<file path="src/rtl/ilk_mon_pkg.sv">
package ilk_mon_pkg;
    typedef enum logic [0:0] {
        ST_IDLE = 1'b0,
        ST_OPEN = 1'b1
    } mon_state_e;

    localparam logic [3:0] EOP_ABORT = 4'b0001;
    localparam int         WORD_BYTES = 8;
endpackage

</file>
<file path="src/rtl/ilk_mon_satcnt.sv">
module ilk_mon_satcnt #(
    parameter int W = 32
) (
    input  logic         clk,
    input  logic         rst_n,
    input  logic         clr,
    input  logic         inc,
    output logic [W-1:0] cnt
);
    localparam logic [W-1:0] TOP = {W{1'b1}};

    always_ff @(posedge clk) begin
        if (!rst_n) begin
            cnt <= '0;
        end else if (clr) begin
            cnt <= '0;
        end else if (inc && (cnt != TOP)) begin
            cnt <= cnt + 1'b1;
        end
    end
endmodule

</file>
<file path="src/rtl/ilk_mon_fsm.sv">
module ilk_mon_fsm
    import ilk_mon_pkg::*;
(
    input  logic       clk,
    input  logic       rst_n,
    input  logic       sop,
    input  logic       eop,
    output mon_state_e state,
    output logic       finish,
    output logic       viol
);
    mon_state_e state_nx;

    always_ff @(posedge clk) begin
        if (!rst_n) begin
            state <= ST_IDLE;
        end else begin
            state <= state_nx;
        end
    end

    always_comb begin
        state_nx = state;
        finish   = 1'b0;
        viol     = 1'b0;
        unique case (state)
            ST_IDLE: begin
                if (sop && eop) begin
                    finish = 1'b1;
                end else if (sop) begin
                    state_nx = ST_OPEN;
                end else if (eop) begin
                    viol = 1'b1;
                end
            end
            ST_OPEN: begin
                if (sop) begin
                    viol = 1'b1;
                end
                if (eop) begin
                    finish   = 1'b1;
                    state_nx = ST_IDLE;
                end
            end
            default: state_nx = ST_IDLE;
        endcase
    end
endmodule

</file>
<file path="src/rtl/ilk_rx_err_mon.sv">
module ilk_rx_err_mon
    import ilk_mon_pkg::*;
#(
    parameter int CH_W       = 8,
    parameter int BYTE_W     = 16,
    parameter int CNT_W      = 32,
    parameter bit ADV_ERR_EN = 1'b1
) (
    input  logic              clk,
    input  logic              rst_n,
    input  logic              clr,
    input  logic              rx_valid,
    input  logic [1:0]        rx_sop_vec,
    input  logic [CH_W-1:0]   rx_chan,
    input  logic [3:0]        rx_nvalid,
    input  logic [3:0]        rx_eop_code,
    input  logic              rx_err,
    input  logic              crc24_err,
    output logic              done,
    output logic [CH_W-1:0]   last_chan,
    output logic [BYTE_W-1:0] last_bytes,
    output logic              last_good,
    output logic              proto_err,
    output logic [CNT_W-1:0]  good_cnt,
    output logic [CNT_W-1:0]  err_cnt,
    output logic [CNT_W-1:0]  crc_cnt
);
    localparam int NCNT = 3;
    localparam logic [BYTE_W-1:0] WB = BYTE_W'(WORD_BYTES);

    logic              sop, eop;
    mon_state_e        state;
    logic              finish, viol;
    logic [BYTE_W-1:0] full_b, tail_b, cyc_b, pkt_total, acc_q;
    logic [CH_W-1:0]   chan_q;
    logic              err_eff, pkt_good;
    logic [NCNT-1:0]   inc_vec;
    logic [CNT_W-1:0]  cnt_arr [NCNT];

    assign sop = rx_valid && rx_sop_vec[1];
    assign eop = rx_valid && (rx_eop_code != 4'b0000);

    ilk_mon_fsm u_fsm (
        .clk    (clk),
        .rst_n  (rst_n),
        .sop    (sop),
        .eop    (eop),
        .state  (state),
        .finish (finish),
        .viol   (viol)
    );

    // Byte arithmetic for the current cycle
    always_comb begin
        full_b = BYTE_W'(rx_nvalid) * WB;
        tail_b = (rx_eop_code[2:0] == 3'b000) ? WB : BYTE_W'(rx_eop_code[2:0]);
        cyc_b  = eop ? (full_b - WB + tail_b) : full_b;
        pkt_total = (sop ? '0 : acc_q) + cyc_b;
    end

    assign err_eff  = ADV_ERR_EN ? rx_err : crc24_err;
    assign pkt_good = !err_eff && (rx_eop_code != EOP_ABORT);

    // Per-packet state
    always_ff @(posedge clk) begin
        if (!rst_n) begin
            acc_q  <= '0;
            chan_q <= '0;
        end else begin
            if (sop || (rx_valid && state == ST_OPEN)) begin
                acc_q <= pkt_total;
            end
            if (sop) begin
                chan_q <= rx_chan;
            end
        end
    end

    // Result registers
    always_ff @(posedge clk) begin
        if (!rst_n) begin
            done       <= 1'b0;
            last_chan  <= '0;
            last_bytes <= '0;
            last_good  <= 1'b0;
            proto_err  <= 1'b0;
        end else begin
            done      <= finish;
            proto_err <= viol;
            if (finish) begin
                last_chan  <= sop ? rx_chan : chan_q;
                last_bytes <= pkt_total;
                last_good  <= pkt_good;
            end
        end
    end

    assign inc_vec[0] = finish && pkt_good;
    assign inc_vec[1] = finish && !pkt_good;
    assign inc_vec[2] = crc24_err;

    for (genvar gi = 0; gi < NCNT; gi++) begin : g_cnt
        ilk_mon_satcnt #(.W(CNT_W)) u_cnt (
            .clk   (clk),
            .rst_n (rst_n),
            .clr   (clr),
            .inc   (inc_vec[gi]),
            .cnt   (cnt_arr[gi])
        );
    end

    assign good_cnt = cnt_arr[0];
    assign err_cnt  = cnt_arr[1];
    assign crc_cnt  = cnt_arr[2];
endmodule

</file>
<file path="config.mk">
export PLATFORM = sky130hd
export DESIGN_NAME = ilk_rx_err_mon
export DESIGN_NICKNAME = d
export VERILOG_FILES = /design/src/rtl/ilk_mon_pkg.sv /design/src/rtl/ilk_mon_satcnt.sv /design/src/rtl/ilk_mon_fsm.sv /design/src/rtl/ilk_rx_err_mon.sv
export SDC_FILE = /design/constraint.sdc
export NUM_CORES = 1
export LEC_CHECK = 0
export ABC_AREA = 1
export BUFFER_PORTS_ARGS = -buffer_cell sky130_fd_sc_hd__buf_2
export CAP_MARGIN = 5
export CORE_MARGIN = 5
export CORE_UTILIZATION = 57
export DETAILED_ROUTE_END_ITERATION = 8
export PLACE_DENSITY = 0.81
export SKIP_LAST_GASP = 1
export SLEW_MARGIN = 10
export SYNTH_ARGS = -nofsm -noshare
export SYNTH_HDL_FRONTEND = slang
export SYNTH_SLANG_ARGS = --single-unit
</file>
<file path="constraint.sdc">
create_clock -name clk -period 3.5 [get_ports clk]
set_input_delay 0.35 -clock clk [delete_from_list [all_inputs] [get_ports clk]]
set_output_delay 0.35 -clock clk [all_outputs]
set_load 0.005 [all_outputs]
</file>
# [Yosys cells after proc, flatten, opt, wreduce, memory -nomap -nowiden]
# Cells that the tools add are included.
# W data, S select, Z words.
[totals] register_bits=148 input_bits=24 output_inout_bits=123
[classes] add_sub_neg=6 eq_ne=4 n_mux=14 bitwise_logic=2 n_reduce_logical=16
[op_table] op="$add A32 B1 Y32 const B" n=3
[op_table] op="$ne A32 B32 Y1 const B" n=3
[op_table] op="$mux W16" n=2
[op_table] op="$add A16 B16 Y16" n=1
[op_table] op="$logic_and A1 B1 Y1" n=10
[op_table] op="$add A8 B5 Y9" n=1
[op_table] op="$mux W8" n=1
[op_table] op="$sub A7 B4 Y8 const B" n=1
[op_table] op="$mux W1" n=7
[op_table] op="$pmux W1 S2" n=3
[op_table] op="$mux W4" n=1
[op_table] op="$ne A4 B1 Y1 const B" n=1
[op_table] op="$reduce_bool A4 Y1" n=1
[op_table] op="$logic_not A3 Y1" n=1
[op_table] op="$logic_not A1 Y1" n=2
[op_table] op="$not A1 Y1" n=2
[op_table] op="$reduce_or A2 Y1" n=1
[op_table] op="$logic_or A1 B1 Y1" n=1

# [Longest topological paths before layout]
# Gate-level depths: netlist (run 1).
[logic_depth] word_depth=7 ltp_mapped=24 mapped_depth_nobuf=24

# [Modules after synthesis]
# Synthesis (run 1) repeated with hierarchy kept, for this count alone.
[unflattened] hier_cells=1462 hier_area_um2=9360.2
[modules_own_cells] mod="ilk_mon_satcnt" instances=3 cells_each=332 area_per_inst_um2=2069.5 seq_area_each_um2=640.6
[modules_own_cells] mod="ilk_rx_err_mon" instances=1 cells_each=457 area_per_inst_um2=3099.2 seq_area_each_um2=1021.0
[modules_own_cells] mod="ilk_mon_fsm" instances=1 cells_each=9 area_per_inst_um2=52.6 seq_area_each_um2=20.0

# [Least setup slack after synthesis (run 1)]
# Ideal clock, no wire load.
[synth_timing] kind="input -> register" start="input port rx_sop_vec[1]" end="register acc_q[14]" arrival_ns=2.554 required_time_ns=3.391 setup_slack_ns=0.837 stages=20 cell_sequence="nand2_1 -> buf_2 -> inv_1 -> clkbuf_1 -> nor2_1 -> ha_1 -> inv_1 -> fa_1 -> inv_1 -> a31oi_1 -> inv_1 -> nand2_1 -> nand2_1 -> nand2_1 -> nand2_1 -> nand2_1 -> nand3_1 -> nand3_1 -> nand2_1 -> inv_1"
[synth_between] elab_chain_len=3 elab_cells_between_ends=4
[synth_lines] element="start, declared" line="ilk_rx_err_mon.sv:13" rtl="input logic [1:0] rx_sop_vec,"
[synth_lines] element="$logic_and A1 B1 Y1 (*)" line="ilk_rx_err_mon.sv:40" rtl="assign sop = rx_valid && rx_sop_vec[1];"
[synth_lines] element="$mux W16" line="ilk_rx_err_mon.sv:58" rtl="pkt_total = (sop ? '0 : acc_q) + cyc_b;"
[synth_lines] element="$add A16 B16 Y16" line="ilk_rx_err_mon.sv:58"
[synth_lines] element="end signal, assigned" line="ilk_rx_err_mon.sv:71" rtl="acc_q <= pkt_total;"
[synth_lines] element="end, declared" line="ilk_rx_err_mon.sv:34" rtl="logic [BYTE_W-1:0] full_b, tail_b, cyc_b, pkt_total, acc_q;"
# Every way passes the cells marked *; elsewhere a longest branch is shown, timed or not.
# A chain may end at the register's enable or synchronous reset.

# [Worst setup path in the final report (run 1)]
[layout_timing] start="input port rx_eop_code[0]" end="register acc_q[14]"
[layout_between] elab_chain_len=5 elab_cells_between_ends=7
[layout_lines] element="start, declared" line="ilk_rx_err_mon.sv:16" rtl="input logic [3:0] rx_eop_code,"
[layout_lines] element="$logic_not A3 Y1" line="ilk_rx_err_mon.sv:56" rtl="tail_b = (rx_eop_code[2:0] == 3'b000) ? WB : BYTE_W'(rx_eop_code[2:0]);"
[layout_lines] element="$mux W4" line="ilk_rx_err_mon.sv:56"
[layout_lines] element="$add A8 B5 Y9" line="ilk_rx_err_mon.sv:57" rtl="cyc_b = eop ? (full_b - WB + tail_b) : full_b;"
[layout_lines] element="$mux W16 (*)" line="ilk_rx_err_mon.sv:57"
[layout_lines] element="$add A16 B16 Y16 (*)" line="ilk_rx_err_mon.sv:58"
# Marked as above.

==> results of run 1 <==
-- Yosys cell counts, types with 8 or more instances --
library cell and n:
nand2_1 345, inv_1 155, dfxtp_1 148, nor2_1 129, a21oi_1 100, xor2_1 47, o21ai_0 44, nand3_1 43
nor3_1 43, nand4_1 25, clkbuf_1 23, nor4_1 23, xnor2_1 21, ha_1 19, o21bai_1 10, o211ai_1 9
mux2i_1 8
-- power by group --
group | internal, mW | switching (mW) | total, mW
sequential | 1.73 | 0.0189 | 1.74
combinational | 0.118 | 0.221 | 0.339
clock | 1.11 | 0.700 | 1.81
total | 2.95 | 0.940 | 3.89
-- worst min path at each step --
stage,slack [ns],from,endpoint,cells after the start
2_1_floorplan,0.43,acc_q[0],acc_q[0],2
3_3_place_gp,0.44,acc_q[0],acc_q[0],2
3_5_place_dp,0.45,acc_q[2],acc_q[2],2
4_1_cts,0.16,rx_chan[3],chan_q[3],3
5_1_grt,0.18,rx_chan[3],chan_q[3],3
6_report,0.18,rx_chan[4],chan_q[4],3
-- cell type report --
type / count / area [µm²] / share of cell area (%)
clock buffer: 25 / 485 / 4.87
multi-input combinational: 925 / 4780 / 48.0
inverter: 166 / 626 / 6.27
timing repair buffer: 153 / 786 / 7.88
clock inverter: 7 / 96.3 / 0.966
sequential: 148 / 2960 / 29.7
tap: 184 / 230 / 2.31
-- kinds of logic after synthesis --
kind of cell	count (synthesis)	synth area share [%]
adders and majority gates	20	3.01
and+or+nand+nor	644	32.9
muxes	8	0.936
DFF	148	34.6
AOI/OAI and AO/OA	185	12.1
buffers and inverters	201	9.46
xor gates and xnor gates	68	6.96
-- critical path: stages --
cell and delay, ns:
buf_2 0.12, nor3_1 0.24, ha_1 0.23, ha_1 0.19
nand3_1 0.09, a21oi_1 0.18, xor2_1 0.18, nor2_1 0.07
ha_1 0.33, nand2_1 0.09, nor2_1 0.05, a211oi_1 0.17
nand2_1 0.12, nand2_1 0.08, nand2_1 0.09, nand2_1 0.10
nand2_1 0.05, nand2_1 0.06, nand3_1 0.06, nand2_1 0.07
inv_1 0.04
-- state kept, by name (all words and copies together), names as in the netlist --
register         count
g_cnt.u_cnt.cnt     96
last_bytes          16
done                 1
proto_err            1
acc_q               16
chan_q               8
last_good            1
u_fsm.state          1
last_chan            8
-- metrics by stage --
stage                     instance area (µm²)  cells
final                                    9970   1608
after global routing                     9970   1608
after CTS                                9970   1608
after detailed placement                 9390   1576
after global placement                   9390   1576
after floorplan                          8550   1274
-- layer usage --
metal  track usage [%]  part of all wire, %
met1              31.7                   43
met2              43.8                   49
met3              5.47                  6.4
met4              8.89                  2.1
met5                 0                    0
==> metrics.txt, run 1 <==
Slew HR=between 60% and 70%; Critical path origin=rx_eop_code[0]; DR pass1 iterations=6; Clock Tree Buf Depth=2; Final TNS setup=0 ns; Final Hold Vio Count=0; Clock Latency Late Sink=~0.43 ns; number of global-route vias before repair=roughly 7900; reg-to-reg endpoint=g_cnt[2].u_cnt.cnt[8]; Post-DP HPWL=16.8 mm; Gate Count Post-Synth=between 1000 and 1500; Arr. time, crit path=2.98 ns; Filler cells=approximately 1300; Tot GR Track Use=between 20% and 30%; Via density=around 5.3; share of cells above drive strength 1=between 10% and 20%; Synth Cell Area=8550 µm²; hold_buf cts=0; Mean Syn Cell Area=roughly 6.7 µm²; first-pass GRT wire length=37.6 mm; clock slew at reported path FFs=approximately 0.060 ns; CTS tree=done; status=finished, final reports clean; pre-CTS WS=roughly 0.45 ns; Final setup viols=0; post-CTS sizing=0; IO Pins=~150; final slew viol count=0; share of the synthesized area in the top cell type=about a third; ANT nets after route=0; startpoint of the worst register-to-register path=g_cnt[2].u_cnt.cnt[6]; DR iter-0 viols=~710; most frequent cells in the layout=nand2_1, inv_1, dfxtp_1; reg2reg setup slack=about 0.99 ns; r2r worst-path depth=12; std cell rows=44; type of origin of the critical path=primary input; Tmin final=roughly 2.6 ns; Final Wtd Congestion=0.940; final layout net count=~1500; DR vias=8596; gr ovfl total=0; Max Cap Violations=0; syn nets=around 1300; Netlist cell types=between 40 and 50; Crit. End Element=register; area grow syn2layout=16.6%; Core Area=roughly 15000 µm²; Starting Density=58.4%; largest net degree at the start of global routing=43; Post-CTS Setup Inserts=0; Synth async-reset ratio=0%; P_leak=4.39 nW; Die ar.=~18000 µm²; initial antenna violation count=0; Synth Register Bits=between 100 and 150; clk sinks=roughly 150; Main synth FF type=dfxtp_1; Yosys Warn Count=0; Overall Power=slightly below 4 mW; DRC viols=0; Critical Path End=acc_q[14]; Worst VDD drop=0.393 mV; crit-path max FO=4; PortBufs=~150; final core occ=68.1%; area leader, netlist=dfxtp_1; sequential fraction of the synthesis area=34.6%; Num CTS Buffers=17; min setup slack post-route=roughly 0.85 ns; Synth area leaders=dfxtp_1, nand2_1, inv_1; CTS root buf=clkbuf_16; most common cell after layout, fill and taps aside=nand2_1; worst setup path category=in -> reg; routed wire length=22.6 mm; final setup skew=between 0.007 and 0.008 ns; RSZ-0062 raised after global routing=no; worst hold path type=in -> reg; Power Density=a little under 400 nW/µm²; critical path required time=approximately 3.8 ns; max frequency=between 300 and 400 MHz; number of synthesized flops with an enable pin=0; Antenna Cells=0; slew at the pin closest to its max-slew limit=0.563 ns; WHS=0.177 ns; Final Cycle Share=75.7%; Die Y=approximately 130 µm; die width=133 µm; Avg WL per Cell=roughly 14 µm; H-tree Lvls=4
(Power assumes the default switching activity.)
==> run 2: changes to the inputs <==
- CORE_UTILIZATION: 57 -> 51
- PLACE_DENSITY: 0.81 -> 0.76
- clock period: 3.5 -> 2.4 ns (I/O delays scaled with it)
==> metrics.txt, run 2 (synthesis gave the netlist of run 1 again) <==
DR iter-0 viols=598 (was 713); Final Cycle Share=96.1%; Clock Tree Buf Depth=2 (unchanged); share of power burned in registers=45.2% (was 44.8%); PortBufs=145 (unchanged); Final Wtd Congestion=0.955 (was 0.940); Final Hold Vio Count=0 (unchanged); biggest regs=g_cnt.u_cnt.cnt: 96 flops, acc_q: 16 flops, last_bytes: 16 flops (unchanged); max FFs per register=96 (unchanged); Crit path top cell by count=nand2_1 (unchanged); final setup skew=0.00817 ns (was 0.00746 ns); ANT nets after route=0 (unchanged); Power Density=532 nW/µm² (was 390 nW/µm²); crit-path max FO=3 (was 4); Slew HR=27.9% (was 62.2%); largest stage delay on the critical path=0.32 ns (was 0.33 ns); Crit. End Element=register (unchanged); slew at the pin closest to its max-slew limit=1.08 ns (was 0.563 ns); DR vias=8848 (was 8596); Post-DP HPWL=17.8 mm (was 16.8 mm); Via density=5.20 (was 5.35); RSZ-0062 raised after global routing=yes (was no); final layout net count=1513 (was 1455); type of origin of the critical path=primary input (unchanged); Overall Power=5.63 mW (was 3.89 mW); status=finished, final reports clean (unchanged); critical path required time=2.73 ns (was 3.83 ns); Max Cap Violations=0 (unchanged); routed wire length=23.9 mm (was 22.6 mm); initial antenna violation count=1 (was 0); Final TNS setup=0 ns (unchanged); Logic pwr share=10.8% (was 8.7%); clock share of power=44.0% (was 46.5%); Final setup viols=0 (unchanged); most common cell after layout, fill and taps aside=nand2_1 (unchanged); area grow syn2layout=23.7% (was 16.6%); die width=140 µm (was 133 µm); number of global-route vias before repair=7938 (was 7889); most frequent cells in the layout=nand2_1, inv_1, dfxtp_1 (unchanged); family with the most delay on the worst path=simple AND/OR/NAND/NOR gates (unchanged); P_leak=4.71 nW (was 4.39 nW); CTS tree=done (unchanged); Top reg by flops=g_cnt.u_cnt.cnt (unchanged); clock slew at reported path FFs=0.06 ns (about the same); Buf/Inv on CP=3 (was 2); Net Switching=1.42 mW (was 0.940 mW); worst setup path category=in -> reg (unchanged); Clock Latency Late Sink=0.43 ns (about the same); H-tree Lvls=4 (unchanged); CTS root buf=clkbuf_16 (unchanged); Die ar.=19500 µm² (was 17600 µm²); clk sinks=148 (unchanged); worst hold path type=in -> reg (unchanged); crit-path cells=buf_2 > nor3_4 > ha_4 > ha_4 > nand3_2 > a21oi_2 > xor2_1 > nor2_1 > ha_1 > buf_4 > a211oi_2 > nand2_1 > nand2_1 > nand2_2 > nand2_2 > nand2_1 > nand2_2 > nand3_1 > nand2_1 > inv_1 (was buf_2 > nor3_1 > ha_1 > ha_1 > nand3_1 > a21oi_1 > xor2_1 > nor2_1 > ha_1 > nand2_1 > nor2_1 > a211oi_1 > nand2_1 > nand2_1 > nand2_1 > nand2_1 > nand2_1 > nand2_1 > nand3_1 > nand2_1 > inv_1); Starting Density=51.8% (was 58.4%); switching part of the total=25.3% (was 24.2%); gr ovfl total=0 (unchanged); first-pass GRT wire length=38.8 mm (was 37.6 mm); DRC viols=0 (unchanged); largest net degree at the start of global routing=62 (was 43); Die Y=140 µm (was 133 µm); Core Area=16500 µm² (was 14600 µm²); Avg WL per Cell=14.0 µm (was 14.1 µm); internal cell power=4.21 mW (was 2.95 mW); Tot GR Track Use=23.9% (was 25.5%); Tmin final=2.31 ns; crit path max-delay cell type=ha_1 (unchanged); Num CTS Buffers=17 (unchanged); max frequency=433 MHz; share of cells above drive strength 1=20.9% (was 15.2%); DR pass1 iterations=5 (was 6); Worst VDD drop=0.515 mV (was 0.393 mV); std cell rows=47 (was 44); Arr. time, crit path=2.64 ns (was 2.98 ns); final slew viol count=0 (unchanged); IO Pins=147 (unchanged)
==> run 2: power groups by stage <==
stage / registers [mW] / clock network (mW) / logic, mW
3_3_place_gp: 2.60 / 0 / 0.565
4_1_cts: 2.55 / 2.51 / 0.577
5_1_grt: 2.55 / 2.64 / 0.684
3_5_place_dp: 2.60 / 0 / 0.571
6_report: 2.55 / 2.48 / 0.610
2_1_floorplan: 2.60 / 0 / 0.362
==> run 2: tightest hold or removal path: stages <==
cell	delay, ns
buf_2	0.07
mux2i_1	0.06
nor2_1	0.08
==> run 2: final timing paths <==
kind | start | to | slack, ns | cells past startpoint
worst max register to register | g_cnt[2].u_cnt.cnt[1] | g_cnt[2].u_cnt.cnt[8] | 0.27 | 12
worst min-delay path | rx_chan[2] | chan_q[2] | 0.06 | 3
worst max-delay path | rx_eop_code[2] | acc_q[12] | 0.09 | 20
worst min register to register | acc_q[0] | acc_q[0] | 0.47 | 2
==> run 2: layout make-up <==
cell class | count | area [µm²]
multi-input combinational | 925 | 4940
clock inverter | 10 | 83.8
tap | 220 | 275
inverter | 166 | 628
sequential | 148 | 2960
timing repair buffer | 211 | 1230
antenna | 1 | 2.50
fill | 1532 | 5940
clock buffer | 22 | 454
==> run 2: through the flow <==
step | utilization, % | hold WS, ns | setup slack (ns) | instance area (µm²) | cells
3_5_place_dp | 59.8 | 0.450 | -0.420 | 9880 | 1664
5_1_grt | 64.0 | 0.0580 | -0.0688 | 10600 | 1703
3_3_place_gp | 59.8 | 0.445 | -0.310 | 9880 | 1664
6_report | 64.0 | 0.0597 | 0.0930 | 10600 | 1703
2_1_floorplan | - | 0.404 | -0.0290 | 8620 | 1274
4_1_cts | 63.0 | 0.0559 | 0.0204 | 10400 | 1696
==> run 2: layer usage <==
metal / part of all wire [%] / global-route usage (%) / vias to the layer above / wire, µm
met3: 7.3 / 5.15 / 45 / 1740
met5: 0 / 0 / - / 0
met4: 2.1 / 6.59 / 0 / 501
met1: 44 / 32.3 / 3999 / 10500
met2: 47 / 38.9 / 299 / 11200
li1: - / - / 4505 / -
==> run 2: what timing repair did <==
item	CTS	global route
hold buffers	0	0
setup endpoints to repair	0	23
gates resized for setup	0	26
buffers inserted	0	6
